$ cat src/rtl/snapro_pkg.sv
package snapro_pkg;
  typedef enum logic {
    GATE_SHUT = 1'b0,
    GATE_OPEN = 1'b1
  } gate_e;
endpackage

$ cat src/rtl/snapro_sync.sv
module snapro_sync #(
  parameter int             WIDTH   = 1,
  parameter logic [WIDTH-1:0] RST_VAL = '0
) (
  input  logic             clk,
  input  logic             rst,
  input  logic [WIDTH-1:0] d,
  output logic [WIDTH-1:0] q
);
  logic [WIDTH-1:0] meta_q;
  logic [WIDTH-1:0] stab_q;

  always_ff @(posedge clk) begin
    if (rst) begin
      meta_q <= RST_VAL;
      stab_q <= RST_VAL;
    end else begin
      meta_q <= d;
      stab_q <= meta_q;
    end
  end

  assign q = stab_q;
endmodule

$ cat src/rtl/snapro_counter.sv
module snapro_counter #(
  parameter int WIDTH = 24
) (
  input  logic             clk,
  input  logic             rst,
  input  logic             tick,
  output logic [WIDTH-1:0] count
);
  logic [WIDTH-1:0] count_q;

  always_ff @(posedge clk) begin
    if (rst)       count_q <= '0;
    else if (tick) count_q <= count_q + 1'b1;
  end

  assign count = count_q;
endmodule

$ cat src/rtl/snapro_gate.sv
module snapro_gate
  import snapro_pkg::*;
(
  input  logic clk,
  input  logic rst,
  input  logic run,
  input  logic ck_s,
  output logic tick,
  output logic gclk,
  output logic cap_en
);
  logic  ck_d;
  gate_e mode_q;
  logic  gclk_q;
  logic  gclk_d;

  always_ff @(posedge clk) begin
    if (rst) begin
      ck_d   <= 1'b0;
      mode_q <= GATE_SHUT;
      gclk_q <= 1'b0;
      gclk_d <= 1'b0;
    end else begin
      ck_d <= ck_s;
      // the gate decision is taken only in the gap between pulses
      if (!ck_s && !gclk_q)
        mode_q <= run ? GATE_OPEN : GATE_SHUT;
      gclk_q <= (mode_q == GATE_OPEN) && ck_s;
      gclk_d <= gclk_q;
    end
  end

  assign tick   = ck_s & ~ck_d;
  assign gclk   = gclk_q;
  assign cap_en = gclk_q & ~gclk_d;
endmodule

$ cat src/rtl/snapro_bank.sv
module snapro_bank #(
  parameter int BYTE_W    = 8,
  parameter int NUM_BYTES = 3,
  localparam int TOTAL_W  = BYTE_W * NUM_BYTES
) (
  input  logic                 clk,
  input  logic                 rst,
  input  logic                 cap_en,
  input  logic [TOTAL_W-1:0]   value,
  input  logic [NUM_BYTES-1:0] en_s,
  output logic [TOTAL_W-1:0]   snap,
  output logic                 rd_valid,
  output logic [BYTE_W-1:0]    rd_data
);
  logic [BYTE_W-1:0] byte_q [NUM_BYTES];
  logic [BYTE_W-1:0] sel_data;
  logic              hit;
  logic              valid_q;
  logic [BYTE_W-1:0] data_q;

  for (genvar k = 0; k < NUM_BYTES; k++) begin : g_byte
    always_ff @(posedge clk) begin
      if (rst)         byte_q[k] <= '0;
      else if (cap_en) byte_q[k] <= value[k*BYTE_W +: BYTE_W];
    end
    assign snap[k*BYTE_W +: BYTE_W] = byte_q[k];
  end

  // lowest selected index wins: scan from the top down
  always_comb begin
    sel_data = '0;
    for (int k = NUM_BYTES - 1; k >= 0; k--) begin
      if (!en_s[k]) sel_data = byte_q[k];
    end
    hit = ~&en_s;
  end

  always_ff @(posedge clk) begin
    if (rst) begin
      valid_q <= 1'b0;
      data_q  <= '0;
    end else begin
      valid_q <= hit;
      data_q  <= hit ? sel_data : '0;
    end
  end

  assign rd_valid = valid_q;
  assign rd_data  = data_q;
endmodule

$ cat src/rtl/snapshot_reader.sv
module snapshot_reader #(
  parameter int BYTE_W    = 8,
  parameter int NUM_BYTES = 3
) (
  input  logic                 clk,
  input  logic                 rst,
  input  logic                 cnt_clk,
  input  logic [NUM_BYTES-1:0] rd_en_n,
  output logic                 rd_valid,
  output logic [BYTE_W-1:0]    rd_data,
  output logic                 gate_clk_o
);
  localparam int TOTAL_W = BYTE_W * NUM_BYTES;

  logic                 ck_s;
  logic [NUM_BYTES-1:0] en_s;
  logic                 run_s;
  logic                 tick;
  logic                 gclk;
  logic                 cap_en;
  logic [TOTAL_W-1:0]   count_q;
  logic [TOTAL_W-1:0]   snap_q;

  snapro_sync #(.WIDTH(1), .RST_VAL(1'b0)) u_ck_sync (
    .clk(clk), .rst(rst), .d(cnt_clk), .q(ck_s)
  );

  snapro_sync #(.WIDTH(NUM_BYTES), .RST_VAL({NUM_BYTES{1'b1}})) u_en_sync (
    .clk(clk), .rst(rst), .d(rd_en_n), .q(en_s)
  );

  assign run_s = &en_s;

  snapro_gate u_gate (
    .clk(clk), .rst(rst), .run(run_s), .ck_s(ck_s),
    .tick(tick), .gclk(gclk), .cap_en(cap_en)
  );

  snapro_counter #(.WIDTH(TOTAL_W)) u_cnt (
    .clk(clk), .rst(rst), .tick(tick), .count(count_q)
  );

  snapro_bank #(.BYTE_W(BYTE_W), .NUM_BYTES(NUM_BYTES)) u_bank (
    .clk(clk), .rst(rst), .cap_en(cap_en), .value(count_q), .en_s(en_s),
    .snap(snap_q), .rd_valid(rd_valid), .rd_data(rd_data)
  );

  assign gate_clk_o = gclk;
endmodule

$ cat config.mk
export PLATFORM = sky130hd
export DESIGN_NAME = snapshot_reader
export DESIGN_NICKNAME = d
export VERILOG_FILES = /design/src/rtl/snapro_pkg.sv /design/src/rtl/snapro_sync.sv /design/src/rtl/snapro_counter.sv /design/src/rtl/snapro_gate.sv /design/src/rtl/snapro_bank.sv /design/src/rtl/snapshot_reader.sv
export SDC_FILE = /design/constraint.sdc
export NUM_CORES = 1
export LEC_CHECK = 0
export BUFFER_PORTS_ARGS = -buffer_cell sky130_fd_sc_hd__buf_4
export CELL_PAD_IN_SITES_DETAIL_PLACEMENT = 1
export CELL_PAD_IN_SITES_GLOBAL_PLACEMENT = 2
export CORE_MARGIN = 2
export CORE_UTILIZATION = 30
export DETAILED_ROUTE_END_ITERATION = 10
export PLACE_DENSITY_LB_ADDON = 0.12
export SLEW_MARGIN = 20
export SYNTH_ARGS = -nofsm -noshare
export SYNTH_HDL_FRONTEND = slang
export SYNTH_SLANG_ARGS = --single-unit
$ cat constraint.sdc
create_clock -name clk -period 2.11 [get_ports clk]
set_clock_uncertainty 0.1 [all_clocks]
set_input_delay 0 -clock clk [delete_from_list [all_inputs] [get_ports clk]]
set_output_delay 0 -clock clk [all_outputs]
set_load 0.05 [all_outputs]
==> reports/qor.csv, run 1 <==
stage,metric,value,unit
outcome,status,completed,
layout,layout-drive-gt1-share,0.167,
floorplanning,rows,34,
floorplanning,ios,16,
synthesis,syn_area,0.00273,sq mm
power,power_density,820,mW/mm^2
layout,nFillCells,995,
critical_path,crit_type,flip-flop to flip-flop,
detailed_routing,drt_drc_violations_left,0,
synthesis,synth_top_family_by_area,simple AND/OR/NAND/NOR gates,
placement,portBuffers,15,
power,power.total,2.65,mW
clocking,worstSkewPairLatency,0.34,ns
detailed_routing,drt-vias-per-instance,4.76,
detailed_routing,vias,1855,
clocking,cts_setup_buffers,0,
synthesis,yosysUniqueCellTypes,32,
power,power.leakage,1.18,nW
power,worst_ir_drop_vdd,0.257,mV
synthesis,synth.top_cell.area_share,0.330,
timing,rsz0062_at_grt,no,
clocking,root_buffer,clkbuf_8,
synthesis,synth.mux.area_fraction,0.00367,
critical_path,worstRegToRegCells,5,
critical_path,critPathCaptureType,flip-flop,
clocking,cts.clk_slew.worst_paths,0.08,ns
detailed_routing,drt_wl_total,5830,um
layout,regArea,0.00162,sq mm
detailed_routing,antenna_left,0,
synthesis,synth_area_leaders,"dfxtp_1 33%, edfxtp_1 26%, and2_1 5.5%",
critical_path,reg2reg_slack,0.20,ns
detailed_routing,dr.pass1.iters,4,
global_routing,grtUsageMet1,0.170,
global_routing,grt_pass1_vias,1911,
global_routing,grt_usage,0.127,
clocking,cts_made_buffers,9,
floorplanning,start_util,0.312,
timing,max_slew_margin,0.550,
detailed_routing,drt-initial-drc-count,75,
synthesis,synth_seq_cells,69,
synthesis,synth-xor-area-share,0.0385,
global_routing,grt_pass1_wl,9810,um
critical_path,critPathMaxStageDelay,0.44,ns
global_routing,use_met2,0.201,
timing,min_period_over_period,0.905,
critical_path,cp-startpoint,u_cnt.count[0],
layout,area_growth,18.3,%
timing,finalCriticalPeriod,1.91,ns
critical_path,reg2reg_from,u_cnt.count[0],
timing,tightest_slew,0.674,ns
critical_path,worst-endpoint-required,2.28,ns
floorplanning,die_area,0.00988,sq mm
timing,setup_tns,0,ns
floorplanning,coreArea,0.00876,sq mm
critical_path,cp_cell_sequence,ha_1 -> and4b_1 -> nand4_2 -> or4_1 -> a21oi_1,
synthesis,avgSynthCellArea,10.7,sq um
critical_path,cp_max_fo,7,
floorplanning,fp.dieW,99.4,um
timing,hold_viol_final,0,
critical_path,critPathArrivalTime,2.08,ns
critical_path,start_kind,flip-flop,
synthesis,synth_area_leader_cell,dfxtp_1,
global_routing,use_met3,0.0253,
synthesis,yosysSeqAreaShare,0.594,
critical_path,crit_end,u_cnt.count[18],
critical_path,r2r_end,u_cnt.count[18],
clocking,clk_path_buf_depth,2,
layout,multi_input_area,0.00104,sq mm
layout,final_nets,284,
clocking,clock-sinks,69,
layout,n_antenna_cell,0,
global_routing,antenna_found_initial,0,
global_routing,busiest_layer,met2,
synthesis,synthAdderAreaFrac,0.00458,
hold_path,holdCritPathClass,input port to flip-flop,
critical_path,slowest_stage,or4_1,
synthesis,netlist_instances,254,
flow_run,max_cap_viol_count,0,
placement,dp_hpwl,3980,um
floorplanning,die_h,99.4,um
global_routing,overflow,0,
placement,gp_congestion,0.677,
timing,clock.fmax,524,MHz
clocking,h-tree-depth,3,
detailed_routing,wl_per_cell,15.0,um
synthesis,synth_fp_nets,261,
timing,setup_viol,0,
synthesis,synth-simple-area-share,0.249,
synthesis,synth_compound_area_frac,0.0834,
timing,drv_slew,0,
synthesis,yosys_warnings,0,
global_routing,grt_max_degree,33,
clocking,cts_tree,built,
[per-stage QoR]
step / worst slack, ns / instances / area (sq um) / util / hold slack [ns]
2_1_floorplan: 0.216 / 254 / 2730 / - / 0.00381
3_3_place_gp: 0.213 / 367 / 2950 / 0.337 / 0.0864
3_5_place_dp: 0.190 / 367 / 2950 / 0.337 / 0.0880
4_1_cts: 0.172 / 390 / 3230 / 0.368 / 0.263
5_1_grt: 0.0673 / 390 / 3230 / 0.369 / 0.311
6_report: 0.201 / 390 / 3230 / 0.369 / 0.296
[final cells by class]
cell class | count | area share
Sequential cell | 69 | 0.502
Multi-Input combinational cell | 168 | 0.322
Timing Repair Buffer | 27 | 0.0682
Clock buffer | 10 | 0.0426
Tap cell | 108 | 0.0418
Clock inverter | 6 | 0.0209
Inverter | 2 | 0.00232
[cell families after synthesis]
| kind of cell | Yosys count |
|---|---|
| AND/OR/NAND/NOR | 115 |
| flip-flops | 69 |
| AO/OA/AOI/OAI | 39 |
| buffers and inverters | 17 |
| XOR/XNOR | 12 |
| multiplexers | 1 |
| adder cells (fa/ha/maj) | 1 |
[registers in the layout, indices dropped and copies added, names as in the netlist]
register / count
u_bank.byte_q: 24
u_bank.rd_data: 8
u_bank.rd_valid: 1
u_ck_sync.meta_q: 1
u_ck_sync.q: 1
u_cnt.count: 24
u_en_sync.meta_q: 3
u_en_sync.q: 3
u_gate.ck_d: 1
u_gate.gclk: 1
u_gate.gclk_d: 1
u_gate.mode_q: 1
[worst max-delay path, delay by kind of cell, from the launching register on]
kind / cells / cell delay [ns]
and+or+nand+nor: 3 / 1.03
DFF: 1 / 0.39
adders and majority gates: 1 / 0.18
AOI/OAI and AO/OA: 1 / 0.15
[cells in the final DEF (no fill, tap or decap), types with 2 or more instances in the layout]
cell type / netlist / layout
inv_4: 0 / 2
nor2_1: 22 / 21
or2_2: 6 / 6
xor2_1: 11 / 11
and4b_1: 2 / 2
or4_1: 6 / 6
nand2b_1: 4 / 4
nand3_1: 9 / 9
and3_1: 2 / 2
edfxtp_1: 24 / 24
and4_1: 3 / 2
or3_1: 6 / 6
inv_6: 0 / 2
and2_1: 24 / 24
nand2_1: 8 / 8
o31ai_1: 6 / 6
dfxtp_1: 45 / 45
nand4_1: 5 / 5
buf_4: 1 / 20
inv_1: 2 / 2
nor2b_1: 13 / 13
o21ai_0: 7 / 7
a211oi_1: 7 / 7
clkbuf_8: 0 / 10
a21oi_1: 19 / 19
dlygate4sd3_1: 0 / 7
[synthesized netlist by cell type, drive strengths merged]
| master | instances |
|---|---|
| nand3b | 1 |
| nor3 | 1 |
| mux2i | 1 |
| nand3 | 10 |
| a21oi | 19 |
| or4 | 6 |
| and2 | 24 |
| xor2 | 11 |
| inv | 2 |
| ha | 1 |
| nand4 | 7 |
| or2 | 6 |
| nor2b | 13 |
| nor2 | 22 |
| and4b | 2 |
| or3 | 6 |
| dfxtp | 45 |
| nand2b | 4 |
| and3 | 2 |
| a211oi | 7 |
| clkbuf | 10 |
| xnor2 | 1 |
| buf | 5 |
| edfxtp | 24 |
| and4 | 3 |
| nand2 | 8 |
| o31ai | 6 |
| o21ai | 7 |
[worst min path at each step]
stage	from	endpoint	slack, ns	cells after the start
6_report	rd_en_n[1]	u_en_sync.meta_q[1]	0.30	3
5_1_grt	rd_en_n[1]	u_en_sync.meta_q[1]	0.31	3
4_1_cts	rd_en_n[1]	u_en_sync.meta_q[1]	0.26	3
3_5_place_dp	rd_en_n[1]	u_en_sync.meta_q[1]	0.09	2
3_3_place_gp	rd_en_n[1]	u_en_sync.meta_q[1]	0.09	2
2_1_floorplan	rd_en_n[0]	u_en_sync.meta_q[0]	0.004	1
[power breakdown]
part | leakage [nW] | switching (mW) | internal [mW]
Combinational | 0.463 | 0.0631 | 0.0429
Clock | 0.104 | 0.536 | 0.588
Sequential | 0.614 | 0.0144 | 1.40
Total | 1.18 | 0.614 | 2.04
[per-layer routing]
metal	vias to the layer above	share of wire
met1	884	0.50
met5	-	0
li1	936	-
met3	10	0.029
met4	0	0.015
met2	25	0.46
[repair_timing]
action	4_1_cts	5_1_grt
gates resized for setup	0	1
hold buffers	7	0
endpoints found under the setup margin	0	1
hold endpoints to repair	7	0
Note: power is estimated with default switching activity, not from simulation.
==> inputs of run 2 (changes only) <==
- CORE_ASPECT_RATIO: not set -> 0.9
==> reports/qor.csv, run 2 (same netlist as run 1, synthesis figures left out) <==
stage,metric,value,unit,change
outcome,status,completed,,unchanged
global_routing,grt_pass1_wl,9590,um,was 9810 um
clocking,cts_tree,built,,unchanged
power,clkPwrFrac,0.412,,was 0.424
layout,area_growth,18.3,%,unchanged
global_routing,use_met3,0.0449,,was 0.0253
critical_path,worst-endpoint-required,2.28,ns,about the same
detailed_routing,wl_per_cell,14.2,um,was 15.0 um
detailed_routing,dr.pass1.iters,4,,unchanged
critical_path,cp-startpoint,u_cnt.count[0],,unchanged
floorplanning,die_area,0.00988,sq mm,about the same
global_routing,overflow,0,,unchanged
detailed_routing,antenna_left,0,,unchanged
critical_path,r2r_end,u_cnt.count[18],,unchanged
timing,clock.fmax,523,MHz,was 524 MHz
critical_path,crit_type,flip-flop to flip-flop,,unchanged
floorplanning,die_h,94.5,um,was 99.4 um
placement,dp_hpwl,3930,um,was 3980 um
power,p_comb_frac,0.041,,was 0.040
critical_path,critPathCaptureType,flip-flop,,unchanged
timing,whs,0.278,ns,was 0.296 ns
detailed_routing,drt-initial-drc-count,80,,was 75
hold_path,holdCritPathClass,input port to flip-flop,,unchanged
critical_path,reg2reg_slack,0.20,ns,about the same
timing,setup_tns,0,ns,unchanged
clocking,clock-sinks,69,,unchanged
floorplanning,rows,33,,was 34
clocking,clk_path_buf_depth,2,,unchanged
layout,n_antenna_cell,0,,unchanged
power,p_sw,0.605,mW,was 0.614 mW
critical_path,worstRegToRegCells,5,,unchanged
placement,gp_congestion,0.710,,was 0.677
critical_path,cp_max_fo,7,,unchanged
power,switching_share,0.234,,was 0.232
power,pwr-share-seq,0.547,,was 0.536
layout,nFillCells,1030,,was 995
critical_path,cp_cell_sequence,ha_1 -> and4b_1 -> nand4_2 -> or4_1 -> a21oi_1,,unchanged
power,power.leakage,1.18,nW,about the same
floorplanning,fp.dieW,105,um,was 99.4 um
detailed_routing,drt_drc_violations_left,0,,unchanged
power,p_int,1.98,mW,was 2.04 mW
detailed_routing,drt_wl_total,5740,um,was 5830 um
clocking,cts_made_buffers,9,,unchanged
floorplanning,ios,16,,unchanged
timing,finalCriticalPeriod,1.91,ns,about the same
critical_path,crit_end,u_cnt.count[18],,unchanged
timing,hold_viol_final,0,,unchanged
timing,tightest_slew,0.521,ns,was 0.674 ns
timing,drv_slew,0,,unchanged
global_routing,grt_pass1_vias,1801,,was 1911
layout,multi_input_area,0.00104,sq mm,about the same
global_routing,grtUsageMet1,0.166,,was 0.170
power,worst_ir_drop_vdd,0.262,mV,was 0.257 mV
critical_path,critPathMaxStageDelay,0.44,ns,about the same
timing,setup_viol,0,,unchanged
layout,layout-drive-gt1-share,0.164,,was 0.167
clocking,cts_setup_buffers,0,,unchanged
critical_path,start_kind,flip-flop,,unchanged
critical_path,reg2reg_from,u_cnt.count[0],,unchanged
power,power_density,802,mW/mm^2,was 820 mW/mm^2
critical_path,critPathArrivalTime,2.08,ns,about the same
global_routing,busiest_layer,met2,,unchanged
global_routing,grt_max_degree,40,,was 33
clocking,root_buffer,clkbuf_8,,unchanged
timing,max_slew_margin,0.652,,was 0.550
timing,rsz0062_at_grt,no,,unchanged
detailed_routing,drt-vias-per-instance,4.54,,was 4.76
floorplanning,coreArea,0.00896,sq mm,was 0.00876 sq mm
critical_path,slowest_stage,or4_1,,unchanged
flow_run,max_cap_viol_count,0,,unchanged
clocking,cts.clk_slew.worst_paths,0.08,ns,about the same
global_routing,antenna_found_initial,0,,unchanged
placement,portBuffers,15,,unchanged
timing,min_period_over_period,0.906,,was 0.905
layout,final_nets,283,,was 284
clocking,worstSkewPairLatency,0.35,ns,was 0.34 ns
layout,layout_commonest_cell,dfxtp_1,,unchanged
clocking,h-tree-depth,3,,unchanged
layout,mostFrequentLayoutCells,"45 x dfxtp_1, 24 x and2_1, 24 x edfxtp_1, 22 x nor2_1, 20 x buf_4",,"was 45 x dfxtp_1, 24 x and2_1, 24 x edfxtp_1, 21 x nor2_1, 20 x buf_4"
global_routing,grt_usage,0.130,,was 0.127
floorplanning,start_util,0.305,,was 0.312
global_routing,use_met2,0.198,,was 0.201
detailed_routing,vias,1829,,was 1855
layout,regArea,0.00162,sq mm,unchanged
[run 2: cell types whose count changed in the layout (fill, tap and decap cells not counted), sizes merged]
cell and change:
bufinv -1, dlygate4sd3 -1, inv -1, clkinv +2, clkinvlp -1, clkbuf +1
[run 2: final cells by class]
class,count,area share
tap,122,0.0473
timing repair buffer,26,0.0651
clock inverter,5,0.0116
sequential,69,0.502
clock buffer,11,0.0504
multi-input combinational,168,0.321
inverter,2,0.00232
[run 2: worst min-delay path by stage]
stage,cells past startpoint,slack [ns],start,to
floorplan,1,0.004,rd_en_n[0],u_en_sync.meta_q[0]
global placement,2,0.08,rd_en_n[1],u_en_sync.meta_q[1]
detailed placement,2,0.09,rd_en_n[1],u_en_sync.meta_q[1]
CTS,3,0.25,rd_en_n[0],u_en_sync.meta_q[0]
global route,3,0.26,rd_en_n[2],u_en_sync.meta_q[2]
finish,3,0.28,rd_en_n[0],u_en_sync.meta_q[0]
[run 2: timing repair]
action,in CTS,in global routing
hold buffers,6,0
resized for setup,0,1
setup endpoints to repair,0,1
endpoints found under the hold margin,31,0
[run 2: power groups by stage]
stage                     clock network [mW]  registers (mW)  logic (mW)
after global routing                    1.17            1.42       0.116
after global placement                     0            1.45      0.0973
after floorplan                            0            1.46      0.0498
final                                   1.07            1.42       0.105
after detailed placement                   0            1.45      0.0982
after CTS                               1.11            1.42       0.107
[run 2: metrics by stage]
step                std cells  power, mW   util  worst slack [ns]  instance area, sq um
finish                    403       2.59  0.360             0.199                  3230
global route              403       2.71  0.360            0.0561                  3230
CTS                       403       2.64  0.360             0.167                  3230
detailed placement        381       1.55  0.331             0.192                  2970
global placement          381       1.54  0.331             0.206                  2970
floorplan                 254       1.51      -             0.216                  2730
[run 2: worst max-delay path: cells and delay by family (launching register included)]
kind            cells  cell delay, ns
simple gates        3            1.01
flops               1            0.40
fa+ha+maj           1            0.19
compound gates      1            0.14
[run 2: metal layers]
| metal | up-vias | routed length [um] |
|---|---|---|
| li1 | 935 | - |
| met1 | 859 | 2860 |
| met2 | 25 | 2550 |
| met3 | 10 | 196 |
| met4 | 0 | 127 |
| met5 | - | 0 |
